$ cat src/rtl/adc_seq_pkg.sv
package adc_seq_pkg;
    localparam int NSEQ = 2;
    localparam logic SEQ_A = 1'b0;
    localparam logic SEQ_B = 1'b1;
endpackage

$ cat src/rtl/adc_seq_scan.sv
// Finds the lowest enabled channel at or above a start index, and the lowest
// enabled channel overall (used when the search wraps).
module adc_seq_scan #(
    parameter int NCH = 12,
    parameter int CW  = $clog2(NCH)
) (
    input  logic [NCH-1:0] mask,
    input  logic [CW:0]    from,
    output logic           hit_ge,
    output logic [CW-1:0]  idx_ge,
    output logic [CW-1:0]  idx_low
);
    always_comb begin
        hit_ge  = 1'b0;
        idx_ge  = '0;
        idx_low = '0;
        for (int i = NCH - 1; i >= 0; i--) begin
            if (mask[i]) begin
                idx_low = CW'(i);
                if ((CW+1)'(i) >= from) begin
                    hit_ge = 1'b1;
                    idx_ge = CW'(i);
                end
            end
        end
    end
endmodule

$ cat src/rtl/adc_seq_resbank.sv
// Per-channel result registers with one write port and one read port.
module adc_seq_resbank #(
    parameter int NCH = 12,
    parameter int RW  = 12,
    parameter int CW  = $clog2(NCH)
) (
    input  logic          clk,
    input  logic          rst_n,
    input  logic          wr_en,
    input  logic [CW-1:0] wr_ch,
    input  logic [RW-1:0] wr_data,
    input  logic [CW-1:0] rd_ch,
    output logic [RW-1:0] rd_data
);
    typedef logic [NCH-1:0][RW-1:0] bank_t;
    bank_t bank_d, bank_q;

    always_comb begin
        bank_d = bank_q;
        if (wr_en && (int'(wr_ch) < NCH)) begin
            bank_d[wr_ch] = wr_data;
        end
    end

    always_ff @(posedge clk) begin
        if (!rst_n) bank_q <= '0;
        else        bank_q <= bank_d;
    end

    assign rd_data = (int'(rd_ch) < NCH) ? bank_q[rd_ch] : '0;
endmodule

$ cat src/rtl/adc_seq_ctrl.sv
module adc_seq_ctrl #(
    parameter int NCH = 12,
    parameter int RW  = 12,
    parameter int CW  = $clog2(NCH)
) (
    input  logic           clk,
    input  logic           rst_n,
    input  logic           cfg_we,
    input  logic           cfg_sel,
    input  logic [NCH-1:0] cfg_mask,
    input  logic           cfg_burst,
    input  logic           cfg_step,
    input  logic           cfg_hiprio,
    input  logic           cfg_eos,
    input  logic           start_a,
    input  logic           start_b,
    input  logic [1:0]     flag_clr,
    input  logic           gdat_sel,
    input  logic           gdat_rd,
    output logic [RW-1:0]  gdat_data,
    output logic [CW-1:0]  gdat_chan,
    output logic           gdat_valid,
    output logic           gdat_ovr,
    output logic [1:0]     seq_flag,
    output logic           ovr_irq,
    input  logic [CW-1:0]  res_sel,
    output logic [RW-1:0]  res_data,
    output logic           cnv_start,
    output logic [CW-1:0]  cnv_chan,
    output logic           cnv_abort,
    input  logic           cnv_done,
    input  logic [RW-1:0]  cnv_result
);
    import adc_seq_pkg::*;

    typedef struct packed {
        logic [NSEQ-1:0][NCH-1:0] mask;
        logic [NSEQ-1:0]          burst;
        logic [NSEQ-1:0]          step;
        logic [NSEQ-1:0]          eos;
        logic                     hiprio;
        logic [NSEQ-1:0]          active;
        logic [NSEQ-1:0][CW-1:0]  ptr;
        logic [NSEQ-1:0]          eflag;
        logic [NSEQ-1:0]          gvalid;
        logic [NSEQ-1:0]          govr;
        logic [NSEQ-1:0][RW-1:0]  gdata;
        logic [NSEQ-1:0][CW-1:0]  gchan;
        logic                     busy;
        logic                     own;
        logic [CW-1:0]            cur;
    } st_t;

    st_t d, q;

    logic [NSEQ-1:0]         start_v;
    logic [NSEQ-1:0]         go;
    logic [NSEQ-1:0]         sc_hit;
    logic [NSEQ-1:0][CW-1:0] sc_ge;
    logic [NSEQ-1:0][CW-1:0] sc_low;
    logic [NSEQ-1:0][CW-1:0] cur_idx;
    logic                    nx_hit;
    logic [CW-1:0]           nx_idx;
    logic [CW-1:0]           nx_low;
    logic [CW:0]             nx_from;
    logic                    done_ev;
    logic                    rb_we;
    logic                    sel_seq;
    logic                    sel_ok;

    // Signals brought out for the bound checker
    logic                    a_act;
    logic                    a_hp;
    logic [NSEQ-1:0]         mode_eos;

    assign start_v = {start_b, start_a};

    // Where each sequence would convert next (wrapping to its lowest channel)
    for (genvar s = 0; s < NSEQ; s++) begin : g_scan
        adc_seq_scan #(.NCH(NCH), .CW(CW)) u_scan (
            .mask    (q.mask[s]),
            .from    ({1'b0, q.ptr[s]}),
            .hit_ge  (sc_hit[s]),
            .idx_ge  (sc_ge[s]),
            .idx_low (sc_low[s])
        );
        assign cur_idx[s] = sc_hit[s] ? sc_ge[s] : sc_low[s];
    end

    // Channel after the one in flight, for the owning sequence
    assign nx_from = (CW+1)'({1'b0, q.cur}) + (CW+1)'(1);

    adc_seq_scan #(.NCH(NCH), .CW(CW)) u_next (
        .mask    (q.mask[q.own]),
        .from    (nx_from),
        .hit_ge  (nx_hit),
        .idx_ge  (nx_idx),
        .idx_low (nx_low)
    );

    always_comb begin
        d         = q;
        cnv_start = 1'b0;
        cnv_chan  = '0;
        cnv_abort = 1'b0;
        rb_we     = 1'b0;
        sel_seq   = SEQ_A;
        sel_ok    = 1'b0;
        go        = '0;
        done_ev   = q.busy && cnv_done;

        // Control writes
        if (cfg_we) begin
            d.mask[cfg_sel]  = cfg_mask;
            d.burst[cfg_sel] = cfg_burst;
            d.step[cfg_sel]  = cfg_step;
            d.eos[cfg_sel]   = cfg_eos;
            if (cfg_sel == SEQ_A) d.hiprio = cfg_hiprio;
        end

        // Global register read clears valid and overrun
        if (gdat_rd) begin
            d.gvalid[gdat_sel] = 1'b0;
            d.govr[gdat_sel]   = 1'b0;
        end

        // Per-pass flag clears (a same-cycle set below wins)
        for (int s = 0; s < NSEQ; s++) begin
            if (flag_clr[s]) d.eflag[s] = 1'b0;
        end

        // Conversion completion
        if (done_ev) begin
            rb_we             = 1'b1;
            d.gdata[q.own]    = cnv_result;
            d.gchan[q.own]    = q.cur;
            d.govr[q.own]     = d.govr[q.own] | d.gvalid[q.own];
            d.gvalid[q.own]   = 1'b1;
            d.busy            = 1'b0;
            if (nx_hit) begin
                d.ptr[q.own] = nx_idx;
                if (q.step[q.own]) d.active[q.own] = 1'b0;
            end else begin
                d.ptr[q.own]    = nx_low;
                d.active[q.own] = 1'b0;
                if (q.eos[q.own]) d.eflag[q.own] = 1'b1;
            end
        end

        // Pass activation: starts or burst re-arm, gated by mask and priority
        go[SEQ_A] = (|q.mask[SEQ_A]) && !q.active[SEQ_A]
                    && (q.burst[SEQ_A] || start_v[SEQ_A]);
        go[SEQ_B] = (|q.mask[SEQ_B]) && !q.active[SEQ_B]
                    && (q.burst[SEQ_B] || start_v[SEQ_B])
                    && (!q.active[SEQ_A] || q.hiprio);
        for (int s = 0; s < NSEQ; s++) begin
            if (go[s]) d.active[s] = 1'b1;
            if (q.active[s] && !(|q.mask[s]) && !(q.busy && (q.own == s[0])))
                d.active[s] = 1'b0;
        end

        // Preemption of an A conversion in flight
        if (go[SEQ_B] && q.active[SEQ_A] && q.busy && (q.own == SEQ_A) && !cnv_done) begin
            cnv_abort = 1'b1;
            d.busy    = 1'b0;
        end

        // Issue: B is served before A when both have work
        if (!q.busy) begin
            if (q.active[SEQ_B] && (|q.mask[SEQ_B])) begin
                sel_seq = SEQ_B;
                sel_ok  = 1'b1;
            end else if (q.active[SEQ_A] && (|q.mask[SEQ_A])) begin
                sel_seq = SEQ_A;
                sel_ok  = 1'b1;
            end
            if (sel_ok) begin
                cnv_start        = 1'b1;
                cnv_chan         = cur_idx[sel_seq];
                d.busy           = 1'b1;
                d.own            = sel_seq;
                d.cur            = cur_idx[sel_seq];
                d.ptr[sel_seq]   = cur_idx[sel_seq];
            end
        end
    end

    always_ff @(posedge clk) begin
        if (!rst_n) q <= '0;
        else        q <= d;
    end

    adc_seq_resbank #(.NCH(NCH), .RW(RW), .CW(CW)) u_bank (
        .clk     (clk),
        .rst_n   (rst_n),
        .wr_en   (rb_we),
        .wr_ch   (q.cur),
        .wr_data (cnv_result),
        .rd_ch   (res_sel),
        .rd_data (res_data)
    );

    for (genvar s = 0; s < NSEQ; s++) begin : g_flag
        assign seq_flag[s] = q.eos[s] ? q.eflag[s] : q.gvalid[s];
    end

    assign ovr_irq    = |(q.govr & ~q.eos);
    assign gdat_data  = q.gdata[gdat_sel];
    assign gdat_chan  = q.gchan[gdat_sel];
    assign gdat_valid = q.gvalid[gdat_sel];
    assign gdat_ovr   = q.govr[gdat_sel];

    assign a_act    = q.active[SEQ_A];
    assign a_hp     = q.hiprio;
    assign mode_eos = q.eos;
endmodule

$ cat config.mk
export PLATFORM = sky130hd
export DESIGN_NAME = adc_seq_ctrl
export DESIGN_NICKNAME = d
export VERILOG_FILES = /design/src/rtl/adc_seq_pkg.sv /design/src/rtl/adc_seq_scan.sv /design/src/rtl/adc_seq_resbank.sv /design/src/rtl/adc_seq_ctrl.sv
export SDC_FILE = /design/constraint.sdc
export NUM_CORES = 1
export LEC_CHECK = 0
export BUFFER_PORTS_ARGS = -buffer_cell sky130_fd_sc_hd__buf_2
export CORE_MARGIN = 2
export CORE_UTILIZATION = 40
export DETAILED_ROUTE_END_ITERATION = 10
export PLACE_DENSITY = 0.65
export SETUP_SLACK_MARGIN = 0.1
export SYNTH_ARGS = -nofsm -noshare
export SYNTH_HDL_FRONTEND = slang
export SYNTH_SLANG_ARGS = --single-unit
$ cat constraint.sdc
create_clock -name clk -period 2.5 [get_ports clk]
set_input_delay 0.25 -clock clk [delete_from_list [all_inputs] [get_ports clk]]
set_output_delay 0.25 -clock clk [all_outputs]
set_load 0.02 [all_outputs]
; ---- Yosys cells after proc, flatten, opt, wreduce, memory -nomap -nowiden
; Index checks and enable logic that the tools add are counted.
; Widths: inputs -> output; s select.
[classes]
multipliers = 0
n_lt_le_gt_ge = 49
add_sub_neg = 1
shifts = 0
n_reduce_logical = 45
eq_ne = 2
bitwise_logic = 14
div = 0
mux = 260
[op_table]
columns = cell, n
row1 = $mux 4, 119
row2 = $bwmux 144, 1
row3 = $mux 12, 9
row4 = $mux 1, 103
row5 = $mux 49, 1
row6 = $bmux 12 s4, 1
row7 = $bwmux 24, 2
row8 = $demux 12 s4, 1
row9 = $bwmux 8, 4
row10 = $ge 3x4->1 const A, 8
row11 = $ge 4x4->1 const A, 8
row12 = $demux 12 s1, 2
row13 = $logic_and 1x1->1, 24
row14 = $reduce_or 12->1, 2
row15 = $ge 3x5->1 const A, 4
row16 = $ge 4x5->1 const A, 4
row17 = $ge 1x4->1 const A, 4
row18 = $ge 2x4->1 const A, 4
row19 = $mux 8, 2
row20 = $mux 6, 2
row21 = $ge 1x5->1 const A, 2
row22 = $ge 2x5->1 const A, 2
row23 = $lt 4x5->1 const B, 2
row24 = $mux 10, 1
row25 = 20 further kinds, 59
[word_totals]
latchBits = 0
mem_bits_rw = 0
n_memories = 0
output_inout_bits = 39
romBits = 0
elab_cells = 403
input_bits = 43
ff_bits = 229

; ---- Longest topological paths before layout
; Gate-level depths: netlist of the first run.
[logic_depth]
word_depth = 32
ltp_mapped = 11
depth_no_buf = 9

; ---- By module
; A second synthesis of the first run with hierarchy kept.
[hier_totals]
cells_unflattened = 1479
area_unflattened_um2 = 12739.7
[by_module_without_submodules]
columns = module, cells_per_inst, n_inst, seq_area_each_um2, area_per_inst_um2
row1 = adc_seq_resbank, 766, 1, 2882.8, 7073.0
row2 = adc_seq_ctrl, 470, 1, 1701.6, 4159.0
row3 = adc_seq_scan (g_scan[0].u_scan ...), 81, 2, 0.0, 511.7
row4 = adc_seq_scan (u_next), 81, 1, 0.0, 484.2

; ---- Worst setup path after synthesis of the first run
; No wires, ideal clock.
[synth_path]
path_kind = register -> register
from = register q[0] in the netlist's numbering
to = register q[44] in the netlist's numbering
path_slack_ns = -0.267
setup_ns = 0.120
path_stages_with_launch = 12
period_less_slack_ns = 2.767
path_buffers = 2
required_ns = 2.380
arrival_ns = 2.647
cell_sequence = dfxtp_1 -> buf_2 -> inv_1 -> ha_1 -> buf_2 -> or2_2 -> a21oi_1 -> o31ai_2 -> a311o_1 -> a21bo_2 -> a21o_1 -> a211o_1
[synth_between]
elab_chain_cells = 32
elab_cells_between_ends = 67
cone_classes = add/sub: 1 / order compare: 12 / mux: 54
[synth_lines]
columns = element, line
row1 = from (decl), adc_seq_ctrl.sv:54  ; st_t d, q;
row2 = from (signal assigned), adc_seq_ctrl.sv:189  ; if (!rst_n) q <= '0;
row3 = from (signal assigned), adc_seq_ctrl.sv:190  ; else q <= d;
row4 = $add 4x1->5 *, adc_seq_ctrl.sv:91  ; assign nx_from = (CW+1)'({1'b0, q.cur}) + (CW+1)'(1);
row5 = $ge 4x5->1, adc_seq_scan.sv:20  ; if ((CW+1)'(i) >= from) begin
row6 = $mux 4, adc_seq_scan.sv:20
row7 = $mux 4, adc_seq_scan.sv:18  ; if (mask[i]) begin
row8 = $mux 4, adc_seq_scan.sv:20
row9 = $mux 4, adc_seq_scan.sv:18
row10 = $mux 4, adc_seq_scan.sv:20
row11 = $mux 4, adc_seq_scan.sv:18
row12 = (+16 left out), -
row13 = $mux 4, adc_seq_scan.sv:20
row14 = $mux 4, adc_seq_scan.sv:18
row15 = $bwmux 8, adc_seq_ctrl.sv:141  ; d.ptr[q.own] = nx_idx;
row16 = $mux 10 *, adc_seq_ctrl.sv:140  ; if (nx_hit) begin
row17 = $mux 49 *, adc_seq_ctrl.sv:133  ; if (done_ev) begin
row18 = $bwmux 8, adc_seq_ctrl.sv:183  ; d.ptr[sel_seq] = cur_idx[sel_seq];
row19 = $mux 8, adc_seq_ctrl.sv:177  ; if (sel_ok) begin
row20 = $mux 8 *, adc_seq_ctrl.sv:169  ; if (!q.busy) begin
; Every way passes the cells marked *; elsewhere a longest branch is shown, timed or not. The select of a mux whose other input is x is not followed.
; A chain may end at the register's enable or synchronous reset.

; ---- Worst setup path in the final report of the first run
[layout_path]
from = register q[65] in the netlist's numbering
to = output port cnv_chan[2]
[layout_between]
elab_chain_cells = 14
elab_cells_between_ends = 33
cone_classes = mux: 31 / reduce/logical: 2
[layout_lines]
columns = element, line
row1 = $mux 4 / $mux 1 (equally long branches), adc_seq_scan.sv:18
row2 = $mux 4 / $mux 1 (equally long branches), adc_seq_scan.sv:20
row3 = $mux 4 / $mux 1 (equally long branches), adc_seq_scan.sv:18
row4 = $mux 4 / $mux 1 (equally long branches), adc_seq_scan.sv:20
row5 = $mux 4 / $mux 1 (equally long branches), adc_seq_scan.sv:18
row6 = $mux 4 / $mux 1 (equally long branches), adc_seq_scan.sv:20
row7 = $mux 4 / $mux 1 (equally long branches), adc_seq_scan.sv:18
row8 = $mux 4 / $mux 1 (equally long branches), adc_seq_scan.sv:20
row9 = $mux 4 / $mux 1 (equally long branches), adc_seq_scan.sv:18
row10 = $mux 4, adc_seq_ctrl.sv:87  ; assign cur_idx[s] = sc_hit[s] ? sc_ge[s] : sc_low[s];
row11 = $mux 4 (not written as such) (2 in a row), adc_seq_ctrl.sv:179  ; cnv_chan = cur_idx[sel_seq];
row12 = $mux 4 *, adc_seq_ctrl.sv:177
row13 = $mux 4 *, adc_seq_ctrl.sv:169
row14 = to (decl), adc_seq_ctrl.sv:29  ; output logic [CW-1:0] cnv_chan,
; Marked as above.

==> impl_metrics.env, run 1 <==
export IMPL_die_h_um=174
export IMPL_fmax_ghz=0.362
export IMPL_grt_pass1_wl_mm=56.1
export IMPL_grt_max_degree=60
export IMPL_setup_viol=5
export IMPL_pwr_share_seq=0.414
export IMPL_critPathCaptureType="primary output"
export IMPL_antenna_found_initial=1
export IMPL_drt_pass1_iter_count=5
export IMPL_synthFlopType="dfxtp_1"
export IMPL_drtAntennaViolNets=0
export IMPL_yosys_area_top_type_share=0.398
export IMPL_fillers=2671
export IMPL_insertion_delay_ps=550
export IMPL_p_leak_nw=5.28
export IMPL_yosysTopAreaCell="dfxtp_1"
export IMPL_placed_cells=1821
export IMPL_finalWirelength_mm=35.5
export IMPL_detailed_place_hpwl_mm=23.8
export IMPL_numCtsBuffers=26
export IMPL_intPower_mw=6.63
export IMPL_cts_buffer_depth=3
export IMPL_swShare=0.287
export IMPL_hold_class="input port to flip-flop"
export IMPL_ys_ff_latch=229
export IMPL_worstPathArrival_ps=2510
export IMPL_violations="negative setup slack"
export IMPL_critPathMaxFanout=4
export IMPL_num_antenna_cells=0
export IMPL_period_needed_ps=2760
export IMPL_synthTopCellsByArea="dfxtp_1, mux2i_1, nand2_1"
export IMPL_drtIter0Drc=847
export IMPL_ir_worst_vdd_uv=455
export IMPL_setup_ws_ps=-260
export IMPL_rsz0062_at_grt="yes"
export IMPL_ff_latch_area_um2=4620
export IMPL_num_vias=10600
export IMPL_synthCells=1361
export IMPL_max_slew_margin=0.438
export IMPL_rows=62
export IMPL_avgSynthCellArea_um2=8.46
export IMPL_cts_htree_levels=1
export IMPL_synth_edf_count=0
export IMPL_synth_nets=1409
export IMPL_drv_cap=0
export IMPL_cp_start_kind="flip-flop"
export IMPL_core_area_um2=28500
export IMPL_cts_clk_slew_worst_paths_ps=60
export IMPL_pwr_share_clk=0.389
export IMPL_finalPower_mw=9.29
export IMPL_power_density_nw_per_um2=640
export IMPL_syn2layout_area_growth_pct=26.1
export IMPL_place_congestion=0.942
export IMPL_synth_distinct_cells=79
export IMPL_drc=0
export IMPL_hold_viol_final=0
export IMPL_p_switching_mw=2.66
export IMPL_cp_slowest_cell="or4_4"
export IMPL_grtUsageTotal=0.231
export IMPL_outcome="finished, violations left"
export IMPL_instances_no_fill=1899
export IMPL_critPathKind="flip-flop to primary output"
export IMPL_cp_required_ps=2250
export IMPL_die_area_um2=30200
export IMPL_combPwrFrac=0.196
export IMPL_clock_sinks=229
export IMPL_tightest_slew_ps=841
export IMPL_fp_dieW_um=174
export IMPL_ys_seq_area_frac=0.398
export IMPL_multi_input_area_um2=6890
export IMPL_root_buffer="clkbuf_16"
export IMPL_detail_route_wl_per_cell_um=18.7
export IMPL_grt_overflow=0
export IMPL_portBuffers=81
export IMPL_first_global_vias=10300
export IMPL_via_per_inst=5.57
export IMPL_async_flop_share=0
export IMPL_drv_slew=0
export IMPL_post_route_period_util=1.10
export IMPL_syn_area_um2=11500
export IMPL_finalSetupTns_ps=-845
export IMPL_cp_cell_sequence="or4_4 -> o311ai_4 -> a21oi_4 -> nand3_2 -> a21oi_2 -> buf_4 -> or2_4 -> buf_6"
export IMPL_io_pins=82
export IMPL_layout_nets=1546
export IMPL_cts_tree="done"
export IMPL_drive_gt1_frac=0.271
export IMPL_initial_core_util=0.403
export IMPL_slowest_delay_ps=570
export IMPL_yosysWarnings=0
export IMPL_final_setup_skew_ps=11.1
==> layout by cell type, fill, tap and decap left out, types with 6 or more instances in the layout <==
cell           count
nand2_1          274
dfxtp_1          208
nor2_1           145
a21oi_1          135
mux2i_1          115
buf_4            103
buf_2             76
mux4_2            36
o21ai_0           33
clkbuf_16         26
mux2_2            24
buf_6             18
dfxtp_2           18
nand3_1           17
nor3_1            17
dlygate4sd3_1     17
nand2b_1          13
inv_1             12
and2_1            10
a21boi_0           8
nor2b_1            8
o21ai_1            7
a211oi_1           7
clkbuf_1           7
o22ai_1            6
a221o_1            6
buf_12             6
==> cell type report <==
| type | instances | share of cell area |
|---|---|---|
| multi-input combinational | 1003 | 0.475 |
| sequential | 229 | 0.318 |
| timing repair buffer | 220 | 0.113 |
| clock buffer | 38 | 0.0513 |
| tap | 384 | 0.0331 |
| inverter | 18 | 0.00517 |
| clock inverter | 7 | 0.00439 |
==> cells by family (layout without fill, tap and decap cells) <==
kind of cell	Yosys count	after routing	synth area share
adder cells (fa/ha/maj)	5	5	0.00543
buffers and inverters	129	283	0.0459
multiplexers	178	178	0.197
AO/OA/AOI/OAI	278	278	0.151
AND/OR/NAND/NOR	542	542	0.203
flip-flops	229	229	0.398
==> metrics by stage <==
step	util	setup slack (ps)	cell area [um2]	hold slack [ps]
3_5_place_dp	0.450	-130	12900	447
2_1_floorplan	-	93.5	11600	386
3_3_place_gp	0.450	-60.6	12900	439
5_1_grt	0.509	-464	14500	69.1
6_report	0.509	-260	14500	36.6
4_1_cts	0.501	-240	14300	44.0
==> cell usage after synthesis (5+ instances only) <==
cell and count:
a211oi_1 8, o21ai_0 43, mux2i_1 116, nor3b_1 6, ha_1 5, nand3_1 21, clkbuf_1 80, dfxtp_1 229
inv_1 17, a221o_1 6, mux4_2 36, mux2_2 24, buf_2 25, nor2b_1 10, nor2_1 149, nor3_1 18
a21boi_0 9, nand2_1 276, o21bai_1 5, a31oi_1 7, or2_2 5, a21oi_1 140, and2_1 12, and3_1 6
nand2b_1 15, o22ai_1 6
==> power groups by stage <==
stage | Combinational (mW) | Clock, mW | Sequential (mW)
detailed placement | 1.45 | 0 | 3.91
global route | 1.95 | 3.83 | 3.86
CTS | 1.68 | 3.68 | 3.84
floorplan | 0.935 | 0 | 3.87
finish | 1.82 | 3.62 | 3.85
global placement | 1.45 | 0 | 3.91
==> timing repair <==
action,4_1_cts,5_1_grt
setup endpoints to repair,17,18
gates resized for setup,92,55
pin swaps,36,27
endpoints found under the hold margin,31,0
hold buffers,17,0
buffers inserted,15,4
==> state kept, by name (all words and copies together), names as in the netlist <==
| register | count |
|---|---|
| u_bank.bank_q | 144 |
| q | 81 |
| mode_eos | 2 |
| a_act | 1 |
| a_hp | 1 |
==> routing by layer <==
metal | part of all wire | vias up | track usage
met4 | 0.030 | 2 | 0.0742
met1 | 0.42 | 5120 | 0.298
met5 | 0.00034 | - | 0
met3 | 0.061 | 86 | 0.0362
met2 | 0.48 | 356 | 0.396
li1 | - | 5022 | -
==> final timing paths <==
kind            from     endpoint  slack [ps]  cells after the start
max            q[65]  cnv_chan[2]        -260                      8
min reg2reg    q[23]        q[23]         450                      2
min          gdat_rd        q[39]          40                      4
max reg2reg     q[0]        q[45]          20                     10
==> worst max-delay path: cells and delay by family, from the launching register on <==
kind / cells / cell delay, ps
AND/OR/NAND/NOR: 3 / 900
AO/OA/AOI/OAI: 3 / 490
buffers and inverters: 2 / 270
flip-flops: 1 / 310
Power figures use the tool's default switching activity.
==> run 2: changes to the inputs <==
--- a/config.mk
+++ b/config.mk
@@ -5,6 +5,7 @@
 export SDC_FILE = /design/constraint.sdc
 export NUM_CORES = 1
 export LEC_CHECK = 0
+export ABC_AREA = 1
 export BUFFER_PORTS_ARGS = -buffer_cell sky130_fd_sc_hd__buf_2
 export CORE_MARGIN = 2
 export CORE_UTILIZATION = 40
==> impl_metrics.env, run 2 <==
export IMPL_slowest_delay_ps=400
export IMPL_synth_distinct_cells=45
export IMPL_finalWirelength_mm=35.7
export IMPL_worstPathArrival_ps=2410
export IMPL_die_area_um2=29200
export IMPL_clock_sinks=229
export IMPL_final_common_cell="nor2_1"
export IMPL_critical_path_top_delay_family="simple AND/OR/NAND/NOR gates"
export IMPL_critPathMaxFanout=3
export IMPL_cts_clk_slew_worst_paths_ps=60
export IMPL_finalSetupTns_ps=-259
export IMPL_cts_buffer_depth=3
export IMPL_instances_no_fill=2173
export IMPL_drv_cap=0
export IMPL_num_vias=11500
export IMPL_first_global_vias=10600
export IMPL_die_h_um=171
export IMPL_fmax_ghz=0.376
export IMPL_num_antenna_cells=0
export IMPL_setup_ws_ps=-159
export IMPL_p_leak_nw=5.85
export IMPL_grtUsageTotal=0.242
export IMPL_r2r_slack_ps=250
export IMPL_drv_slew=0
export IMPL_initial_core_util=0.403
export IMPL_cp_start_kind="flip-flop"
export IMPL_post_route_period_util=1.06
export IMPL_place_area_um2=12000
export IMPL_cts_htree_levels=1
export IMPL_yosys_area_top_type_share=0.412
export IMPL_core_area_um2=27600
export IMPL_root_buffer="clkbuf_16"
export IMPL_ys_seq_area_frac=0.412
export IMPL_finalPower_mw=9.39
export IMPL_synth_edf_count=0
export IMPL_path_common_cell="nand2_2"
export IMPL_hold_viol_final=0
export IMPL_max_slew_margin=0.438
export IMPL_grt_max_degree=108
export IMPL_yosysWarnings=0
export IMPL_critPathCaptureType="primary output"
export IMPL_avgSynthCellArea_um2=6.52
export IMPL_place_congestion=0.879
export IMPL_final_cell_mix="nor2_1, o21ai_0, dfxtp_1"
export IMPL_drtAntennaViolNets=0
export IMPL_synth_nets=1756
export IMPL_rows=61
export IMPL_synthFlopType="dfxtp_1"
export IMPL_cts_tree="done"
export IMPL_power_density_nw_per_um2=704
export IMPL_fin_area_um2=13300
export IMPL_largest_register="u_bank.bank_q"
export IMPL_detail_route_wl_per_cell_um=16.4
export IMPL_syn_area_um2=11100
export IMPL_critPathKind="flip-flop to primary output"
export IMPL_cp_required_ps=2250
export IMPL_period_needed_ps=2660
export IMPL_io_pins=82
export IMPL_violations="negative setup slack"
export IMPL_via_per_inst=5.30
export IMPL_insertion_delay_ps=540
export IMPL_numCtsBuffers=26
export IMPL_drive_gt1_frac=0.170
export IMPL_crit_buf_inv=3
export IMPL_cp_cell_sequence="nor4_4 -> nand2_2 -> nand2_2 -> inv_1 -> nor2_2 -> inv_2 -> or3_4 -> nand2_4 -> buf_6"
export IMPL_hold_class="input port to flip-flop"
export IMPL_grt_overflow=0
export IMPL_placed_cells=2099
export IMPL_synthCells=1708
export IMPL_drc=0
export IMPL_yosysTopAreaCell="dfxtp_1"
export IMPL_ir_worst_vdd_uv=423
export IMPL_layout_nets=1828
export IMPL_fin_hold_ws_ps=23.6
export IMPL_drt_pass1_iter_count=5
export IMPL_synth_most_common_cell="nor2_1"
export IMPL_syn2layout_area_growth_pct=19.8
export IMPL_tightest_slew_ps=840
export IMPL_synth_common_cells="nor2_1, o21ai_0, dfxtp_1, nand2_1, inv_1"
export IMPL_cp_slowest_cell="or3_4"
export IMPL_async_flop_share=0
export IMPL_rsz0062_at_grt="yes"
export IMPL_largest_reg_flops=144
export IMPL_antenna_found_initial=0
export IMPL_fp_dieW_um=171
export IMPL_detailed_place_hpwl_mm=23.3
export IMPL_drtIter0Drc=946
export IMPL_synthTopCellsByArea="dfxtp_1, nor2_1, o21ai_0"
export IMPL_grt_pass1_wl_mm=56.4
export IMPL_outcome="finished, violations left"
export IMPL_setup_viol=4
export IMPL_ys_ff_latch=229
export IMPL_portBuffers=81
export IMPL_final_setup_skew_ps=17.7
==> run 2: worst min-delay path, delay by kind of cell <==
kind                   cells  cell delay, ps
buffers and inverters      1              80
AO/OA/AOI/OAI              2             180
==> run 2: report_power, final <==
group          internal [mW]  total, mW  switching, mW
clock                   2.05       3.60           1.55
sequential              3.80       3.94          0.138
combinational          0.656       1.85           1.19
==> run 2: timing repair <==
item / CTS / global route
endpoints found under the hold margin: 10 / 0
setup buffers: 12 / 12
endpoints found under the setup margin: 21 / 46
hold buffers: 8 / 0
gates resized for setup: 50 / 76
pin swaps: 19 / 29
==> run 2: final timing paths <==
kind / startpoint / end / cells after the start
worst max-delay path: q[83] / cnv_chan[1] / 9
worst max register to register: q[1] / q[47] / 18
worst min register to register: q[37] / q[37] / 2
worst min-delay path: cfg_mask[9] / q[82] / 3
==> run 2: routing by layer <==
layer  vias to the layer above  wire (um)  GRT usage
met2                       387      16300      0.385
met4                         0        967     0.0766
li1                       5696          -          -
met5                         -          0          0
met1                      5364      16000      0.336
met3                        71       2460     0.0363
==> run 2: layout make-up <==
type | count | area [um2]
Clock buffer | 37 | 742
Clock inverter | 6 | 48.8
Fill cell | 2815 | 14300
Inverter | 129 | 489
Multi-Input combinational cell | 1243 | 5920
Sequential cell | 229 | 4630
Tap cell | 378 | 473
Timing Repair Buffer | 151 | 1040
==> run 2: cell families after synthesis <==
| family | synth area share |
|---|---|
| DFF | 0.412 |
| adders and majority gates | 0.00562 |
| and+or+nand+nor | 0.264 |
| AOI/OAI and AO/OA | 0.238 |
| buffers and inverters | 0.0806 |
==> run 2: through the flow <==
step,util,setup WS [ps]
3_3_place_gp,0.433,45.0
3_5_place_dp,0.433,19.5
6_report,0.483,-159
5_1_grt,0.483,-277
4_1_cts,0.473,-118
2_1_floorplan,-,216
